### src/rtl/psplit_pkg.sv
package psplit_pkg;

  typedef enum logic [1:0] {
    RSP_NYET = 2'd0,
    RSP_HSK  = 2'd1,
    RSP_ISO  = 2'd2
  } rsp_kind_e;

  typedef struct packed {
    logic ssPush;
    logic ovfSet;
    logic issue;
    logic resPush;
    logic csAnswer;
    logic csPop;
  } strobes_t;

endpackage

### src/rtl/psplit_ctrl.sv
module psplit_ctrl
  import psplit_pkg::*;
(
  input  logic     clk,
  input  logic     rstN,
  input  logic     ssValid,
  input  logic     ssFull,
  input  logic     ssEmpty,
  input  logic     resFull,
  input  logic     dsDone,
  input  logic     csValid,
  input  logic     headMatch,
  output strobes_t strb,
  output logic     busy,
  output logic     overflowFlag
);

  always_comb begin
    strb.ssPush   = ssValid && !ssFull;
    strb.ovfSet   = ssValid && ssFull;
    strb.issue    = !busy && !ssEmpty && !resFull;
    strb.resPush  = busy && dsDone;
    strb.csAnswer = csValid;
    strb.csPop    = csValid && headMatch;
  end

  always_ff @(posedge clk) begin
    if (!rstN) begin
      busy         <= 1'b0;
      overflowFlag <= 1'b0;
    end else begin
      if (strb.issue)        busy <= 1'b1;
      else if (strb.resPush) busy <= 1'b0;
      if (strb.ovfSet) overflowFlag <= 1'b1;
    end
  end

  // one transaction at a time; a completion ends it
  a_r3_single_outstanding: assert property (@(posedge clk) disable iff (!rstN)
    strb.resPush |=> !busy);

  // overflow flag is sticky
  a_r2_flag_sticky: assert property (@(posedge clk) disable iff (!rstN)
    overflowFlag |=> overflowFlag);

endmodule

### src/rtl/psplit_dp.sv
module psplit_dp
  import psplit_pkg::*;
#(
  parameter int DEPTH  = 8,
  parameter int ADDR_W = 7,
  parameter int DATA_W = 8,
  parameter int HSK_W  = 2,
  parameter int ERR_W  = 8
) (
  input  logic              clk,
  input  logic              rstN,
  input  strobes_t          strb,
  input  logic              uframeTick,
  input  logic [ADDR_W-1:0] ssAddr,
  input  logic              ssIsIn,
  input  logic              ssIsIso,
  input  logic [DATA_W-1:0] ssData,
  input  logic [HSK_W-1:0]  dsHsk,
  input  logic [DATA_W-1:0] dsInData,
  input  logic [ADDR_W-1:0] csAddr,
  output logic              ssFull,
  output logic              ssEmpty,
  output logic              resFull,
  output logic              headMatch,
  output logic [ADDR_W-1:0] dsReqAddr,
  output logic              dsReqIsIn,
  output logic              dsReqIsIso,
  output logic [DATA_W-1:0] dsReqData,
  output logic              csRspValid,
  output rsp_kind_e         csRspKind,
  output logic [HSK_W-1:0]  csRspHsk,
  output logic [DATA_W-1:0] csRspData,
  output logic [ERR_W-1:0]  errCount
);

  localparam int PW    = $clog2(DEPTH);
  localparam int CW    = PW + 1;
  localparam int REQ_W = ADDR_W + 2 + DATA_W;
  localparam logic [CW-1:0] FULL_CNT = CW'(DEPTH);

  // start-split queue
  logic [REQ_W-1:0] ssMem [DEPTH];
  logic [CW-1:0]    ssWr, ssRd, ssCnt;

  // result queue
  logic [ADDR_W-1:0] resAddr [DEPTH];
  logic              resIso  [DEPTH];
  logic [HSK_W-1:0]  resHsk  [DEPTH];
  logic [DATA_W-1:0] resData [DEPTH];
  logic [1:0]        resAge  [DEPTH];
  logic [DEPTH-1:0]  resVld;
  logic [CW-1:0]     resWr, resRd, resCnt;
  logic [PW-1:0]     headIdx, resWrIdx;
  logic [DEPTH-1:0]  staleVec;
  logic [CW-1:0]     dropCnt;

  assign ssCnt     = ssWr - ssRd;
  assign ssFull    = (ssCnt == FULL_CNT);
  assign ssEmpty   = (ssCnt == '0);
  assign resCnt    = resWr - resRd;
  assign resFull   = (resCnt == FULL_CNT);
  assign headIdx   = resRd[PW-1:0];
  assign resWrIdx  = resWr[PW-1:0];
  assign headMatch = (resCnt != '0) && (resAddr[headIdx] == csAddr);

  always_comb begin
    for (int i = 0; i < DEPTH; i++)
      staleVec[i] = uframeTick && resVld[i] && (resAge[i] == 2'd2)
                    && !(strb.csPop && (headIdx == PW'(i)));
    dropCnt = CW'($countones(staleVec));
  end

  always_ff @(posedge clk) begin
    if (!rstN) begin
      ssWr       <= '0;
      ssRd       <= '0;
      resWr      <= '0;
      resRd      <= '0;
      resVld     <= '0;
      dsReqAddr  <= '0;
      dsReqIsIn  <= 1'b0;
      dsReqIsIso <= 1'b0;
      dsReqData  <= '0;
      csRspValid <= 1'b0;
      csRspKind  <= RSP_NYET;
      csRspHsk   <= '0;
      csRspData  <= '0;
      errCount   <= '0;
    end else begin
      if (strb.ssPush) begin
        ssMem[ssWr[PW-1:0]] <= {ssAddr, ssIsIn, ssIsIso, ssData};
        ssWr <= ssWr + 1'b1;
      end
      if (strb.issue) begin
        {dsReqAddr, dsReqIsIn, dsReqIsIso, dsReqData} <= ssMem[ssRd[PW-1:0]];
        ssRd <= ssRd + 1'b1;
      end
      for (int i = 0; i < DEPTH; i++) begin
        if (uframeTick && resVld[i]) resAge[i] <= resAge[i] + 2'd1;
        if (staleVec[i])             resVld[i] <= 1'b0;
      end
      if (strb.csPop) resVld[headIdx] <= 1'b0;
      if (strb.resPush) begin
        resAddr[resWrIdx] <= dsReqAddr;
        resIso[resWrIdx]  <= dsReqIsIso;
        resHsk[resWrIdx]  <= dsReqIsIso ? '0 : dsHsk;
        resData[resWrIdx] <= dsReqIsIn ? dsInData : '0;
        resAge[resWrIdx]  <= 2'd0;
        resVld[resWrIdx]  <= 1'b1;
        resWr <= resWr + 1'b1;
      end
      resRd    <= resRd + CW'(strb.csPop) + dropCnt;
      errCount <= errCount + ERR_W'(dropCnt);

      csRspValid <= strb.csAnswer;
      if (strb.csPop) begin
        csRspKind <= resIso[headIdx] ? RSP_ISO : RSP_HSK;
        csRspHsk  <= resHsk[headIdx];
        csRspData <= resData[headIdx];
      end else begin
        csRspKind <= RSP_NYET;
        csRspHsk  <= '0;
        csRspData <= '0;
      end
    end
  end

  // control never pushes into a full start queue
  a_r2_no_overflow: assert property (@(posedge clk) disable iff (!rstN)
    strb.ssPush |-> (ssCnt != FULL_CNT));

  // an issue always takes a real entry
  a_r1_issue_has_entry: assert property (@(posedge clk) disable iff (!rstN)
    strb.issue |-> (ssCnt != '0));

  // a result is never pushed into a full result queue
  a_r9_result_room: assert property (@(posedge clk) disable iff (!rstN)
    strb.resPush |-> (resCnt != FULL_CNT));

  // an unmatched complete-split gets a not-yet reply
  a_r6_nyet_reply: assert property (@(posedge clk) disable iff (!rstN)
    (strb.csAnswer && !strb.csPop) |=> (csRspKind == RSP_NYET));

  // isochronous replies never carry a handshake
  a_r5_iso_no_hsk: assert property (@(posedge clk) disable iff (!rstN)
    (csRspValid && csRspKind == RSP_ISO) |-> (csRspHsk == '0));

endmodule

### src/rtl/psplit_pipe.sv
module psplit_pipe
  import psplit_pkg::*;
#(
  parameter int DEPTH  = 8,
  parameter int ADDR_W = 7,
  parameter int DATA_W = 8,
  parameter int HSK_W  = 2,
  parameter int ERR_W  = 8
) (
  input  logic              clk,
  input  logic              rstN,
  input  logic              uframeTick,
  input  logic              ssValid,
  input  logic [ADDR_W-1:0] ssAddr,
  input  logic              ssIsIn,
  input  logic              ssIsIso,
  input  logic [DATA_W-1:0] ssData,
  output logic              dsReqValid,
  output logic [ADDR_W-1:0] dsReqAddr,
  output logic              dsReqIsIn,
  output logic              dsReqIsIso,
  output logic [DATA_W-1:0] dsReqData,
  input  logic              dsDone,
  input  logic [HSK_W-1:0]  dsHsk,
  input  logic [DATA_W-1:0] dsInData,
  input  logic              csValid,
  input  logic [ADDR_W-1:0] csAddr,
  output logic              csRspValid,
  output logic [1:0]        csRspKind,
  output logic [HSK_W-1:0]  csRspHsk,
  output logic [DATA_W-1:0] csRspData,
  output logic              periodicPending,
  output logic              overflowFlag,
  output logic [ERR_W-1:0]  errCount
);

  strobes_t  strb;
  logic      ssFull, ssEmpty, resFull, headMatch, busy;
  rsp_kind_e rspKind;

  psplit_ctrl u_ctrl (
    .clk, .rstN, .ssValid, .ssFull, .ssEmpty, .resFull, .dsDone,
    .csValid, .headMatch, .strb, .busy, .overflowFlag
  );

  psplit_dp #(
    .DEPTH(DEPTH), .ADDR_W(ADDR_W), .DATA_W(DATA_W), .HSK_W(HSK_W), .ERR_W(ERR_W)
  ) u_dp (
    .clk, .rstN, .strb, .uframeTick, .ssAddr, .ssIsIn, .ssIsIso, .ssData,
    .dsHsk, .dsInData, .csAddr, .ssFull, .ssEmpty, .resFull, .headMatch,
    .dsReqAddr, .dsReqIsIn, .dsReqIsIso, .dsReqData, .csRspValid,
    .csRspKind(rspKind), .csRspHsk, .csRspData, .errCount
  );

  assign dsReqValid      = busy;
  assign csRspKind       = rspKind;
  assign periodicPending = busy || !ssEmpty;

  // request held steady until the outcome arrives
  a_r3_req_held: assert property (@(posedge clk) disable iff (!rstN)
    (dsReqValid && !dsDone) |=> (dsReqValid && $stable(dsReqAddr) && $stable(dsReqData)
                                 && $stable(dsReqIsIn) && $stable(dsReqIsIso)));

  // an outstanding transaction always shows as pending
  a_r8_pending_busy: assert property (@(posedge clk) disable iff (!rstN)
    dsReqValid |-> periodicPending);

  // every reply answers a complete-split of the previous cycle
  a_r4_reply_timing: assert property (@(posedge clk) disable iff (!rstN)
    csRspValid |-> $past(csValid));

endmodule

### config.mk
export PLATFORM = sky130hd
export DESIGN_NAME = psplit_pipe
export DESIGN_NICKNAME = d
export VERILOG_FILES = /design/src/rtl/psplit_pkg.sv /design/src/rtl/psplit_ctrl.sv /design/src/rtl/psplit_dp.sv /design/src/rtl/psplit_pipe.sv
export SDC_FILE = /design/constraint.sdc
export NUM_CORES = 1
export LEC_CHECK = 0
export BUFFER_PORTS_ARGS = -buffer_cell sky130_fd_sc_hd__buf_2
export CORE_ASPECT_RATIO = 1.25
export CORE_MARGIN = 2
export CORE_UTILIZATION = 44
export DETAILED_ROUTE_END_ITERATION = 6
export SYNTH_ARGS = -nofsm -noshare
export SYNTH_HDL_FRONTEND = slang
export SYNTH_SLANG_ARGS = --single-unit
### constraint.sdc
create_clock -name clk -period 5.95 [get_ports clk]
set_clock_uncertainty 0.2 [all_clocks]
set_input_delay 1.19 -clock clk [delete_from_list [all_inputs] [get_ports clk]]
set_output_delay 1.19 -clock clk [all_outputs]
set_load 0.01 [all_outputs]
==> metrics.md, run 1 <==
| Metric | Value |
|---|---|
| Hold worst-path end | u_dp.dsReqData[7] |
| Die height | just over 200 um |
| Initial DRC Count | about 530 |
| PwrDens | a little under 400 nW/um^2 |
| Chip width | between 150 and 200 um |
| Worst hold slack | 0.298 ns |
| Grt total ovfl | 0 |
| Number of global-route vias before repair | roughly 8400 |
| Skew-Pair Late Insertion Delay | between 0.5 and 0.6 ns |
| EDFF count, synth | between 200 and 300 |
| Fin crit share | between 90 and 100% |
| Initial antenna violation count | 0 |
| Core area | between 30000 and 40000 sq um |
| Worst reg2reg path endpoint | u_dp.errCount[7] |
| Post-DR wirelength/cell | between 20 and 25 um |
| DRC | 0 |
| Final setup viols | 0 |
| Clk pin slew, worst setup/hold paths | roughly 0.06 ns |
| Routed wire length | between 30 and 40 mm |
| Area growth syn-to-layout | 16.9% |
| CTS tree | done |
| Inserted Clock Buffers | 37 |
| Syn Inst Count | between 900 and 1000 |
| Htree depth | 2 |
| Final setup TNS | 0 ns |
| Initial Utilization | 44.8% |
| Ant. Diodes | 0 |
| Flop2flop setup slack | between 0.15 and 0.2 ns |
| Hold Path Depth | 1 |
| Async set-reset flop share out of synthesis | 0% |
| Slew Limit Fails | 0 |
| Final #Nets | 1126 |
| CP max FO | 4 |
| Vias | just over 8000 |
| Final hold vios | 0 |
| Worst slew pin tran | roughly 0.89 ns |
| Final min period | a little under 6 ns |
| First-pass GRT wire length | 47.8 mm |
| Net Switching | roughly 1.8 mW |
| Rows | 74 |
| Syn. warnings | 0 |
| Required time worst endpoint | a little over 6 ns |
| Remaining antenna violation count | 0 |
| GPL Wtd Cong | 0.782 |
| Worst Reg-to-Reg Cells | 25 |
| Hpwl dp | ~18 mm |
| Hold Path Origin | u_dp.dsReqData[7] |
| Clock Tree Buf Depth | 3 |
| Overall routing resource usage | between 10% and 20% |
| Worst reg2reg path startpoint | u_dp.resRd[1] |
| WP buf/inv | 5 |
| CP Class | flip-flop to flip-flop |
| LEAKAGE | 6.12 nW |
| Cell internal pwr | just under 5 mW |
| Final design utilization | between 50% and 60% |
| Sequential share of the synthesized area | between 60% and 70% |
| Net Sw Frac | a little over a quarter |
| Max Freq | approximately 170 MHz |
| Commonest non-fill, non-tap cell in the layout | edfxtp_1 |
| Max_cap viols | 0 |
| Sequential cell fraction of total power | a little under half |
| Post-CTS Hold Fix Bufs | 0 |
| Max-slew headroom | between 40% and 50% |
| Outcome | finished, final reports clean |
| Logic gate share of total power | a little under a fifth |
| Mean Syn Cell Area | approximately 16 sq um |
| Worst vdd rail ir drop | between 200 and 300 uV |
| Clock power frac | roughly a third |
| Largest net degree at the start of global routing | 43 |
| Flops & latches, synth | between 300 and 400 |
| Fill cells | between 2000 and 3000 |
| Sink Count | 360 |
| Hold Path Class | flip-flop to flip-flop |
| Input/output buffers | 80 |
| Post-Syn Area | between 10000 and 15000 sq um |
| RSZ-0062 raised after global routing | true |
| Drt pass-1 iters | 4 |
| Layout cells sized above 1 | between 20% and 30% |
| IO Count | 81 |
| Commonest cells after routing, fill and taps aside | edfxtp_1 (280), nand2_1 (86), buf_2 (80) |
| Syn_nets | 998 |
| Crit path max-delay family | adder cells |
| Crit path DAT | 6.00 ns |
| Number of library cell types mapped by synthesis | 55 |
| CP Capture Type | flip-flop |
| CP Launch Type | flip-flop |
| Primary FF master, synth | edfxtp_1 |
| Critical path's slowest cell | or4_4 |
| Vias per Instance | between 5 and 6 |
| Die ar. | 34700 sq um |
| Slowest stage delay, CP | around 0.53 ns |
| Root buffer cell | clkbuf_16 |
synth_stat cells (5+ instances only):
cell type / count / area [sq um]
xnor2_1: 26 / 228
and2_1: 33 / 206
o21ai_0: 12 / 60.1
clkbuf_1: 27 / 101
ha_1: 31 / 388
nor2b_1: 14 / 87.6
a21boi_2: 8 / 90.1
a31oi_1: 12 / 75.1
a21boi_0: 10 / 75.1
nand2_1: 87 / 327
nor2_1: 22 / 82.6
a2bb2oi_1: 5 / 43.8
dfxtp_1: 80 / 1600
a21oi_1: 21 / 105
nand2b_1: 6 / 37.5
nand3_1: 36 / 180
o211a_1: 17 / 170
buf_2: 5 / 25.0
fa_1: 7 / 140
mux4_2: 56 / 1260
nor3_1: 6 / 30.0
buf_1: 6 / 22.5
a311oi_1: 8 / 70.1
xor2_1: 10 / 87.6
mux2i_1: 22 / 220
inv_1: 26 / 97.6
edfxtp_1: 280 / 8410
registers in the layout, summed over array words and instances, names as in the netlist, 7 cells and up:
signal	cells
u_dp.ssMem	136
u_dp.resData	64
u_dp.resAddr	56
u_dp.resAge	16
u_dp.resHsk	16
u_dp.csRspData	8
u_dp.dsReqData	8
u_dp.errCount	8
u_dp.resIso	8
u_dp.resVld	8
u_dp.dsReqAddr	7
stage by stage:
stage | area [sq um] | setup WS, ns | total power, mW | std cells
final | 17100 | 0.168 | 6.59 | 1491
after global routing | 17100 | -0.0286 | 6.90 | 1491
after CTS | 17000 | 0.0427 | 6.68 | 1487
after detailed placement | 15900 | -0.103 | 4.43 | 1421
after global placement | 15900 | -0.0630 | 4.42 | 1421
after floorplan | 14700 | 0.000128 | 4.01 | 920
worst max path at each step:
stage / start / slack (ns) / end / cells past startpoint
floorplan: u_dp.resRd[1] / 0.0001 / u_dp.errCount[7] / 26
global placement: csAddr[3] / -0.06 / u_dp.errCount[7] / 21
detailed placement: csAddr[3] / -0.10 / u_dp.errCount[7] / 21
CTS: u_dp.resRd[1] / 0.04 / u_dp.errCount[7] / 26
global route: u_dp.resRd[1] / -0.03 / u_dp.errCount[7] / 25
finish: u_dp.resRd[1] / 0.17 / u_dp.errCount[7] / 25
final cells by class:
| type | instances | area, sq um | share of cell area (%) |
|---|---|---|---|
| clock buffer | 49 | 991 | 5.79 |
| clock inverter | 15 | 158 | 0.922 |
| inverter | 28 | 113 | 0.658 |
| multi-input combinational | 491 | 4500 | 26.3 |
| sequential | 360 | 10000 | 58.6 |
| tap | 418 | 523 | 3.06 |
| timing repair buffer | 130 | 806 | 4.71 |
metal layers:
| layer | GRT usage (%) | wire, um | up-vias |
|---|---|---|---|
| met4 | 5.35 | 796 | 0 |
| met2 | 31.8 | 15700 | 169 |
| li1 | - | - | 3761 |
| met5 | 0 | 0 | - |
| met1 | 22.4 | 12900 | 4062 |
| met3 | 3.21 | 1430 | 57 |
what timing repair did:
action                     4_1_cts  5_1_grt
gates resized for setup          2       11
pin swaps                        1       19
setup endpoints to repair        1        5
setup buffers                    2        3
cloned                           0        1
kinds of logic after synthesis:
logic type | after synthesis | share of synthesized area [%]
AOI/OAI and AO/OA | 115 | 5.87
xor gates and xnor gates | 36 | 2.15
adders and majority gates | 38 | 3.61
buffers and inverters | 69 | 1.92
DFF | 360 | 68.4
muxes | 82 | 10.4
and+or+nand+nor | 220 | 7.61
power by group through the flow:
stage	sequential, mW	clock, mW	combinational [mW]
after floorplan	3.12	0	0.897
after global placement	3.14	0	1.28
after detailed placement	3.15	0	1.29
after CTS	3.09	2.29	1.29
after global routing	3.12	2.37	1.41
final	3.09	2.23	1.26
Power figures use the tool's default switching activity.
==> run 2, diff against run 1 <==
GPL_TIMING_DRIVEN = 0   (was unset)
TNS_END_PERCENT = 5   (was unset)
==> run 2 against run 1 <==
- the run now ends with negative setup slack left
- largest power group unchanged
- critical path depth increased by 2
- die area is the same
- first-iteration DRC count decreased by 5.5%
- non-clock buffer count up 27
- sequential share of layout area down 1.1 points
- critical path type unchanged
- via count is 2.1% higher
==> metrics.md, run 2 (synthesis gave the netlist of run 1 again) <==
| Metric | Value |
|---|---|
| IO Count | 81 (unchanged) |
| Initial Utilization | 44.8% (unchanged) |
| Fill cells | 2664 (-1.7%) |
| Vias | 8218 (+2.1%) |
| Clk pin slew, worst setup/hold paths | 0.06 ns (about the same) |
| Hpwl dp | 21.2 mm (+17%) |
| Critical path's slowest cell | fa_1 |
| Routed wire length | 32.0 mm (+3.7%) |
| Max Freq | 166 MHz (-4.0%) |
| Die height | 208 um (unchanged) |
| Flop2flop setup slack | -0.08 ns (-0.24 ns) |
| Core area | 32700 sq um (unchanged) |
| Number of flip-flops in the largest register | 136 (unchanged) |
| PwrDens | 386 nW/um^2 (+0.20%) |
| Crit path DAT | 6.23 ns (+0.23 ns) |
| Overall routing resource usage | 18.8% (+0.93 points) |
| CTS tree | done |
| Outcome | complete, but fails checks |
| Layout cells sized above 1 | 27.3% (about the same) |
| Worst Reg-to-Reg Cells | 27 (+8.0%) |
| Rows | 74 (unchanged) |
| Final hold vios | 0 (unchanged) |
| Worst reg2reg path endpoint | u_dp.errCount[7] |
| Sink Count | 360 (unchanged) |
| Max-slew headroom | 32.7% (-8.0 points) |
| Number of global-route vias before repair | 8657 (+2.7%) |
| Vias per Instance | 5.40 (about the same) |
| CP Class | flip-flop to flip-flop |
| Hold Path Depth | 2 (+1) |
| Die ar. | 34700 sq um (unchanged) |
| Final min period | 6.03 ns (+0.243 ns) |
| Final WS setup | -0.0751 ns (-0.243 ns) |
| Failing checks | negative setup slack |
| Chip width | 167 um (unchanged) |
| Commonest non-fill, non-tap cell in the layout | edfxtp_1 |
| CP Capture Type | flip-flop |
| Crit path max-delay family | adder cells |
| Commonest cells after routing, fill and taps aside | edfxtp_1 (280), nand2_1 (86), buf_2 (83) |
| Grt total ovfl | 0 (unchanged) |
| Ant. Diodes | 0 (unchanged) |
| Largest net degree at the start of global routing | 22 (-49%) |
| Final setup viols | 2 (+2) |
| Final #Nets | 1153 (+2.4%) |
| Post-DR wirelength/cell | 21.0 um (+1.7%) |
| DRC | 0 (unchanged) |
| Final design utilization | 53.4% (+1.0 points) |
| WP buf/inv | 7 (+2) |
| DP Worst Slack | -0.625 ns (-0.522 ns) |
| Remaining antenna violation count | 0 (unchanged) |
| Inserted Clock Buffers | 37 (unchanged) |
| Worst vdd rail ir drop | 279 uV (-2.4%) |
| Worst slew pin tran | 1.01 ns (+0.123 ns) |
| Initial DRC Count | 497 (-5.5%) |
| Final setup TNS | -0.104 ns (-0.104 ns) |
| GPL Wtd Cong | 0.745 (-4.7%) |
| Htree depth | 2 (unchanged) |
| Post-CTS Hold Fix Bufs | 0 (unchanged) |
| Most Frequent Cell on Critical Path | fa_1 |
| Hold worst-path end | u_ctrl.overflowFlag |
| Placed insts | 1435 (+0.99%) |
| Slew Limit Fails | 0 (unchanged) |
| CP max FO | 4 (unchanged) |
| Hold Path Class | flip-flop to flip-flop |
| LEAKAGE | 6.22 nW (+1.5%) |
| Worst reg2reg path startpoint | u_dp.resRd[1] |
| Hold Path Origin | u_ctrl.overflowFlag |
| Required time worst endpoint | 6.15 ns (-0.02 ns) |
| Area growth syn-to-layout | 19.2% |
| Non-filler cells, final | 1521 (+2.0%) |
| Slowest stage delay, CP | 0.53 ns (about the same) |
| Initial antenna violation count | 0 (unchanged) |
| Max_cap viols | 0 (unchanged) |
| CP Launch Type | flip-flop |
| First-pass GRT wire length | 50.2 mm (+5.0%) |
| RSZ-0062 raised after global routing | true |
| Skew-Pair Late Insertion Delay | 0.52 ns (about the same) |
| Drt pass-1 iters | 4 (unchanged) |
| Root buffer cell | clkbuf_16 |
| Clock Tree Buf Depth | 3 (unchanged) |
| Input/output buffers | 80 (unchanged) |
| Fin crit share | 101% (+4.1 points) |
==> run 2: cell count changes in the layout (fill, tap and decap cells not counted), moves of 4 or more <==
| cell | change |
|---|---|
| buf_1 | +6 |
| buf_16 | +5 |
| buf_4 | -28 |
| buf_6 | +10 |
| buf_8 | +4 |
| clkbuf_1 | +24 |
| clkbuf_8 | +5 |
| nor2_1 | -6 |
| nor2_2 | +5 |
==> run 2: area by class of cell <==
class                           instances  area, sq um  share of cell area (%)
Buffer                                 41          223                    1.28
Clock buffer                           53         1060                    6.05
Clock inverter                         14          150                   0.861
Inverter                               28          118                   0.674
Multi-Input combinational cell        491         4530                    26.0
Sequential cell                       360        10000                    57.4
Tap cell                              418          523                    3.00
Timing Repair Buffer                  116          827                    4.74
==> run 2: repair_timing <==
item                                    in CTS  in global routing
buffers inserted                            19                  0
resized for setup                           12                 17
pin swaps                                   11                  7
endpoints found under the setup margin       8                  8
==> run 2: routing by layer <==
layer | track usage [%] | routed length, um | vias up
met3 | 2.82 | 1250 | 52
met1 | 23.8 | 13400 | 4192
met2 | 33.8 | 16700 | 155
li1 | - | - | 3819
met4 | 5.14 | 664 | 0
met5 | 0 | 0 | -
==> run 2: stage by stage <==
stage | area, sq um | hold WS, ns | total power, mW
floorplan | 14700 | 0.286 | 4.01
global placement | 15700 | 0.278 | 4.44
detailed placement | 16000 | 0.285 | 4.51
CTS | 17400 | 0.302 | 6.83
global route | 17400 | 0.319 | 7.04
finish | 17400 | 0.295 | 6.73
==> run 2: tightest hold or removal path, cell delays in order (launching register included) <==
cell,delay (ns)
dfxtp_1,0.33
a21oi_1,0.04
nor2b_1,0.09
==> run 2: report_power, final <==
| group | switching, mW | internal [mW] |
|---|---|---|
| clock network | 0.933 | 1.37 |
| logic | 0.767 | 0.573 |
| registers | 0.141 | 2.95 |
==> run 2: worst max path at each step <==
stage | start | depth (start not counted) | end
after floorplan | u_dp.resRd[1] | 26 | u_dp.errCount[7]
after global placement | u_dp.resRd[2] | 26 | u_dp.errCount[7]
after detailed placement | u_dp.resRd[2] | 25 | u_dp.errCount[6]
after CTS | u_dp.resRd[1] | 26 | u_dp.errCount[7]
after global routing | u_dp.resRd[1] | 27 | u_dp.errCount[7]
final | u_dp.resRd[1] | 27 | u_dp.errCount[7]
